File: src/rtl/nrp_pkg.sv
package nrp_pkg;

  typedef enum logic [3:0] {
    OP_ADDR_LO = 4'h0,
    OP_ADDR_HI = 4'h1,
    OP_DATA_LO = 4'h2,
    OP_DATA_WR = 4'h3,
    OP_READ    = 4'h4
  } nrp_op_e;

  typedef struct packed {
    logic ld_lo;
    logic ld_hi;
    logic dat_lo;
    logic wr;
    logic rd;
    logic step;
  } nrp_strb_t;

endpackage

File: src/rtl/nrp_cmd_decode.sv
module nrp_cmd_decode
  import nrp_pkg::*;
#(
  parameter int NIB_W = 4
) (
  input  logic             accept,
  input  logic [NIB_W-1:0] opcode,
  input  logic             nxt_flag,
  output nrp_strb_t        strb
);

  function automatic logic is_op(logic [NIB_W-1:0] op, nrp_op_e code);
    return op == NIB_W'(code);
  endfunction

  always_comb begin
    strb        = '0;
    strb.ld_lo  = accept && is_op(opcode, OP_ADDR_LO);
    strb.ld_hi  = accept && is_op(opcode, OP_ADDR_HI);
    strb.dat_lo = accept && is_op(opcode, OP_DATA_LO);
    strb.wr     = accept && is_op(opcode, OP_DATA_WR);
    strb.rd     = accept && is_op(opcode, OP_READ);
    strb.step   = strb.wr || (strb.rd && nxt_flag);
  end

endmodule

File: src/rtl/nrp_addr_ptr.sv
module nrp_addr_ptr #(
  parameter int NIB_W = 4,
  localparam int ADDR_W = 2 * NIB_W
) (
  input  logic              clk,
  input  logic              rst_n,
  input  logic              ld_lo,
  input  logic              ld_hi,
  input  logic              step,
  input  logic [NIB_W-1:0]  payload,
  output logic [ADDR_W-1:0] ptr
);

  function automatic logic [ADDR_W-1:0] bump(logic [ADDR_W-1:0] a);
    return a + ADDR_W'(1);
  endfunction

  logic [1:0]        lane_ld;
  logic [ADDR_W-1:0] ptr_nxt;

  assign lane_ld = {ld_hi, ld_lo};

  always_comb begin
    ptr_nxt = step ? bump(ptr) : ptr;
    for (int g = 0; g < 2; g++) begin
      if (lane_ld[g]) ptr_nxt[g*NIB_W +: NIB_W] = payload;
    end
  end

  always_ff @(posedge clk or negedge rst_n) begin
    if (!rst_n) ptr <= '0;
    else        ptr <= ptr_nxt;
  end

endmodule

File: src/rtl/nrp_wr_assemble.sv
module nrp_wr_assemble #(
  parameter int NIB_W = 4,
  localparam int W = 2 * NIB_W
) (
  input  logic             clk,
  input  logic             rst_n,
  input  logic             dat_lo,
  input  logic             wr,
  input  logic [NIB_W-1:0] payload,
  input  logic [W-1:0]     ptr,
  output logic             wr_en,
  output logic [W-1:0]     wr_addr,
  output logic [W-1:0]     wr_data
);

  logic [NIB_W-1:0] lo_q;

  always_ff @(posedge clk or negedge rst_n) begin
    if (!rst_n) begin
      lo_q    <= '0;
      wr_en   <= 1'b0;
      wr_addr <= '0;
      wr_data <= '0;
    end else begin
      wr_en <= wr;
      if (dat_lo) lo_q <= payload;
      if (wr) begin
        wr_addr <= ptr;
        wr_data <= {payload, lo_q};
      end
    end
  end

endmodule

File: src/rtl/nrp_rsp_slot.sv
module nrp_rsp_slot #(
  parameter int W = 8
) (
  input  logic         clk,
  input  logic         rst_n,
  input  logic         load,
  input  logic [W-1:0] din,
  input  logic         rsp_ready,
  output logic         rsp_valid,
  output logic [W-1:0] rsp_data
);

  always_ff @(posedge clk or negedge rst_n) begin
    if (!rst_n) begin
      rsp_valid <= 1'b0;
      rsp_data  <= '0;
    end else if (load) begin
      rsp_valid <= 1'b1;
      rsp_data  <= din;
    end else if (rsp_valid && rsp_ready) begin
      rsp_valid <= 1'b0;
    end
  end

endmodule

File: src/rtl/nib_reg_port.sv
module nib_reg_port
  import nrp_pkg::*;
#(
  parameter int NIB_W = 4,
  localparam int W = 2 * NIB_W
) (
  input  logic         clk,
  input  logic         rst_n,
  input  logic         cmd_valid,
  output logic         cmd_ready,
  input  logic [W-1:0] cmd_byte,
  output logic [W-1:0] reg_addr,
  input  logic [W-1:0] reg_rd_data,
  output logic         reg_wr_en,
  output logic [W-1:0] reg_wr_addr,
  output logic [W-1:0] reg_wr_data,
  output logic         rsp_valid,
  input  logic         rsp_ready,
  output logic [W-1:0] rsp_data
);

  logic             cmd_accept;
  logic [NIB_W-1:0] cmd_op;
  logic [NIB_W-1:0] cmd_pay;
  nrp_strb_t        strb;

  assign cmd_ready  = !rsp_valid;
  assign cmd_accept = cmd_valid && cmd_ready;
  assign cmd_op     = cmd_byte[W-1:NIB_W];
  assign cmd_pay    = cmd_byte[NIB_W-1:0];

  nrp_cmd_decode #(.NIB_W(NIB_W)) u_dec (
    .accept   (cmd_accept),
    .opcode   (cmd_op),
    .nxt_flag (cmd_pay[0]),
    .strb     (strb)
  );

  nrp_addr_ptr #(.NIB_W(NIB_W)) u_ptr (
    .clk     (clk),
    .rst_n   (rst_n),
    .ld_lo   (strb.ld_lo),
    .ld_hi   (strb.ld_hi),
    .step    (strb.step),
    .payload (cmd_pay),
    .ptr     (reg_addr)
  );

  nrp_wr_assemble #(.NIB_W(NIB_W)) u_wr (
    .clk     (clk),
    .rst_n   (rst_n),
    .dat_lo  (strb.dat_lo),
    .wr      (strb.wr),
    .payload (cmd_pay),
    .ptr     (reg_addr),
    .wr_en   (reg_wr_en),
    .wr_addr (reg_wr_addr),
    .wr_data (reg_wr_data)
  );

  nrp_rsp_slot #(.W(W)) u_rsp (
    .clk       (clk),
    .rst_n     (rst_n),
    .load      (strb.rd),
    .din       (reg_rd_data),
    .rsp_ready (rsp_ready),
    .rsp_valid (rsp_valid),
    .rsp_data  (rsp_data)
  );

endmodule

File: config.mk
export PLATFORM = sky130hd
export DESIGN_NAME = nib_reg_port
export DESIGN_NICKNAME = d
export VERILOG_FILES = /design/src/rtl/nrp_pkg.sv /design/src/rtl/nrp_cmd_decode.sv /design/src/rtl/nrp_addr_ptr.sv /design/src/rtl/nrp_wr_assemble.sv /design/src/rtl/nrp_rsp_slot.sv /design/src/rtl/nib_reg_port.sv
export SDC_FILE = /design/constraint.sdc
export NUM_CORES = 1
export LEC_CHECK = 0
export ABC_AREA = 1
export BUFFER_PORTS_ARGS = -buffer_cell sky130_fd_sc_hd__buf_2
export CAP_MARGIN = 20
export CORE_MARGIN = 2
export CORE_UTILIZATION = 50
export CTS_BUF_LIST = sky130_fd_sc_hd__clkbuf_2
export DETAILED_ROUTE_END_ITERATION = 8
export HOLD_SLACK_MARGIN = 0.06
export PLACE_DENSITY = 0.76
export SLEW_MARGIN = 20
export SYNTH_ARGS = -nofsm -noshare
export SYNTH_HDL_FRONTEND = slang
export SYNTH_HIERARCHICAL = 1
export SYNTH_SLANG_ARGS = --single-unit
File: constraint.sdc
create_clock -name clk -period 3.9 [get_ports clk]
set_input_delay 0.195 -clock clk [delete_from_list [all_inputs] [get_ports clk]]
set_output_delay 0.195 -clock clk [all_outputs]
set_load 0.05 [all_outputs]
==> results.txt <==
* Synth warnings: 6
* Deepest level of the CTS H-tree: 2
- Clock tree synthesis selected as its root buffer the cell clkbuf_2.
- OpenSTA, run right after detailed placement, puts the worst setup slack at 2.271 ns.
- Standard-cell rows: 21
- Synth Area in Simple Gates: 32.01%
- Die Area: 3966 um2
- Measured along the x axis, the die boundary spans 62.98 um.
* Worst hold path class: input port to flip-flop
* Largest family of logic cells by synthesized area: simple AND/OR/NAND/NOR gates
- Global Route Usage Sum: 21.25%
- Synthesis handed over a netlist of 207 instances.
- Number of buffers created by CTS: 5
- In the routed design, unresolved DRC markers number 0.
* Remaining antenna violation count after routing: 0
- Top Ports: 55
- Summing over every cut layer, the via total after detailed routing is 1531.
- Number of hold violations in the final report: 0
- Summing the areas of all fa, ha and maj instances in the mapped netlist gives 0.7194% of the synthesized area.
- Dpl cell area: 2013 um2
* Final worst-path cycle share: 42.45%
* Maximum vdd ir drop: 292.2 uV
- Dividing total power by cell area gives a power density of 587.8 nW/um2.
- After detailed routing, the average wire length per cell comes to 12.02 um.
* Reported max-cap violation count: 0
- By area the synthesized netlist is led by dfrtp_1, nand2_1, inv_1, a22oi_1, nand2_2.
- Maximum number of pins on one net before global-route repair: 39
- TritonCTS built the clock tree.
- Xor/xnor cell area share of the yosys netlist: 1.007%
- Using the TritonRoute via totals, the vias-per-cell ratio works out to 4.740.
* Setup repair after global routing missed its margin: false
- The first TritonRoute pass finished after 4 iterations.
- At the pin with the least slew margin, the transition time is 0.8220 ns.
* Critical Path Source Type: flip-flop
- Sequential fraction of the synthesis area: 54.68%
- Utilization after layout: 65.39%
- Leakage component of the power: 1.241 nW
* Detailed-placement wirelength estimate: 2651 um
* Setup slack of the critical path after layout: 2.244 ns
* Final setup vio count: 0
* Critical Path End Type: flip-flop
* Input/output buffers: 54
- The routed design has 3883 um of wire.
- The post-route netlist has 26.71% of its cells at a drive strength greater than 1.
- Via count of the first global-routing pass: 1470
- Final weighted congestion of routability-driven global placement: 0.8194
- Iteration-0 DRC Markers: 85
- The run finished with clean final reports.
* Fraction of synthesized area in multiplexers: 0%
- For the final routed database, the setup TNS stands at 0 ns.
* Data arrival time of the critical path: 1.92 ns
- Summing the areas of all compound-gate instances in the mapped netlist gives 4.748% of the synthesized area.
* Final Critical Period: 1.656 ns
- For this run the aggregate overflow at the end of global routing stands at 0.
- Fmax achieved: 604.0 MHz
- Crit-path max FO: 18
* Synthesized area divided by synthesized cell count: 8.402 um2
* Final count of pins violating max slew: 0
- Die Y: 62.98 um
* Rel. slew slack: 45.20%
* Post-synth design cell area: 1739 um2
* Clock Sinks: 38
- Clock tree skew after final layout: 0.01065 ns
* Core Area: 3337 um2
- No sink is reached through more buffers than the 2 on the longest clock path.
- With fillers left out, the area of the finished cells amounts to 2182 um2.
- The initial utilization of the core area, before any placement, comes to 52.12%.
- Summed over its instances, the top area cell type makes up 54.68% of the synthesized netlist area.
- Register bit total from synthesis: 38
- Number of distinct library cell variants in the gate-level netlist after synthesis: 21
* Worst-skew pair later-pin latency: 0.36 ns
- Largest area contributor in the synthesized netlist: dfrtp_1
* Synth-to-layout area growth: 25.47%
- Syn nets: 228
- The number of antenna diodes in the final layout is 0.
* Wire length of the first global-routing pass: 6486 um
- Data required time at the worst endpoint: 4.17 ns
* Crit Path Category: flip-flop to flip-flop
- After the last flow step, the layout net total stands at 299.
- Clock edge transition at the registers on the reported setup and hold paths: 0.17 ns
- The initial antenna violation count is 0.
-- cells in the final DEF (no fill, tap or decap) --
cell type      Yosys  layout
a21oi_1            1       1
a22oi_1            6       6
buf_2              0      54
clkbuf_2           0       5
clkinv_1           0       1
dfrtp_1           38      38
dlygate4sd3_1      0      14
ha_1               1       1
inv_1             14      14
inv_2              1       1
inv_6              1       1
nand2_1          103     103
nand2_2            6       6
nand3_1            7       7
nand3_2            1       1
nand4_1            2       2
nor2_1             9       9
nor2_2             5       5
nor3_2             1       1
o211ai_1           1       1
o21ai_0            2       2
o21bai_1           2       2
xnor2_1            2       2
-- worst paths after layout --
| kind | from | to | slack, ns | cells past startpoint |
|---|---|---|---|---|
| worst max-delay path | u_rsp/rsp_valid | u_wr/wr_data[4] | 2.24 | 6 |
| worst min-delay path | cmd_byte[5] | u_wr/lo_q[0] | 0.23 | 5 |
| worst max register to register | u_rsp/rsp_valid | u_wr/wr_data[4] | 2.24 | 6 |
| worst min register to register | u_wr/wr_addr[5] | u_wr/wr_addr[5] | 0.49 | 2 |
| max in group asynchronous | rst_n | u_wr/wr_addr[6] | 2.93 | 2 |
| min in group asynchronous | rst_n | u_rsp/rsp_data[6] | 0.45 | 2 |
-- cell type report --
cell class | instances | area [um2]
Clock buffer | 5 | 25.02
Clock inverter | 1 | 3.754
Fill cell | 300 | 1155
Inverter | 16 | 65.06
Multi-Input combinational cell | 149 | 669.4
Sequential cell | 38 | 950.9
Tap cell | 46 | 57.56
Timing Repair Buffer | 68 | 410.4
-- worst max-delay path, cell delays in order, from the launching register on --
cell and delay (ns):
dfrtp_1 0.45, nor2_2 0.17, nand4_1 0.14, inv_1 0.47, inv_6 0.16, nand2_1 0.11
nand2_1 0.05
-- state kept, by name, indices dropped and copies added (netlist names) --
signal,count
u_wr/wr_data,8
u_ptr/ptr,8
u_wr/wr_en,1
u_rsp/rsp_valid,1
u_rsp/rsp_data,8
u_wr/lo_q,4
u_wr/wr_addr,8
-- synth_stat cells --
cell type	number
xnor2_1	2
nand2_2	6
inv_2	1
o21bai_1	2
a21oi_1	1
buf_12	1
a22oi_1	6
dfrtp_1	38
nand3_1	7
nor3_2	1
inv_6	1
ha_1	1
o211ai_1	1
inv_1	14
nand4_1	2
nor2_2	5
nand3_2	1
nand2_1	103
o21ai_0	2
nor2_1	9
buf_6	3
-- report_power, final --
part / switching [mW] / internal (mW) / total [mW]
Sequential: 0.0878 / 0.485 / 0.573
Combinational: 0.423 / 0.137 / 0.560
Clock: 0.114 / 0.0357 / 0.150
Total: 0.625 / 0.658 / 1.28
-- per-layer routing --
metal | vias up | global-route usage (%) | wire length (um)
met5 | - | 0 | 0
met2 | 48 | 34.84 | 1898
met1 | 693 | 27.10 | 1745
li1 | 786 | - | -
met3 | 4 | 4.685 | 196
met4 | 0 | 8.889 | 44
-- per-stage QoR --
stage          hold WS [ns]  power, mW  cells
3_3_place_gp         0.3296      1.125    303
3_5_place_dp         0.3396      1.133    303
5_1_grt              0.1830      1.368    323
6_report             0.2263      1.283    323
4_1_cts             0.06248      1.291    319
2_1_floorplan       -0.1006     0.9876    207
-- kinds of logic (layout without fill, tap and decap cells) --
group / Yosys count / count (layout)
AO/OA/AOI/OAI: 12 / 12
XOR/XNOR: 2 / 2
adder cells (fa/ha/maj): 1 / 1
buffers and inverters: 20 / 90
flip-flops: 38 / 38
AND/OR/NAND/NOR: 134 / 134
-- timing repair --
action,CTS,global route
hold buffers,10,4
gates resized for setup,0,0
hold endpoints to repair,47,7
setup buffers,0,0
Note: power is estimated with default switching activity, not from simulation.
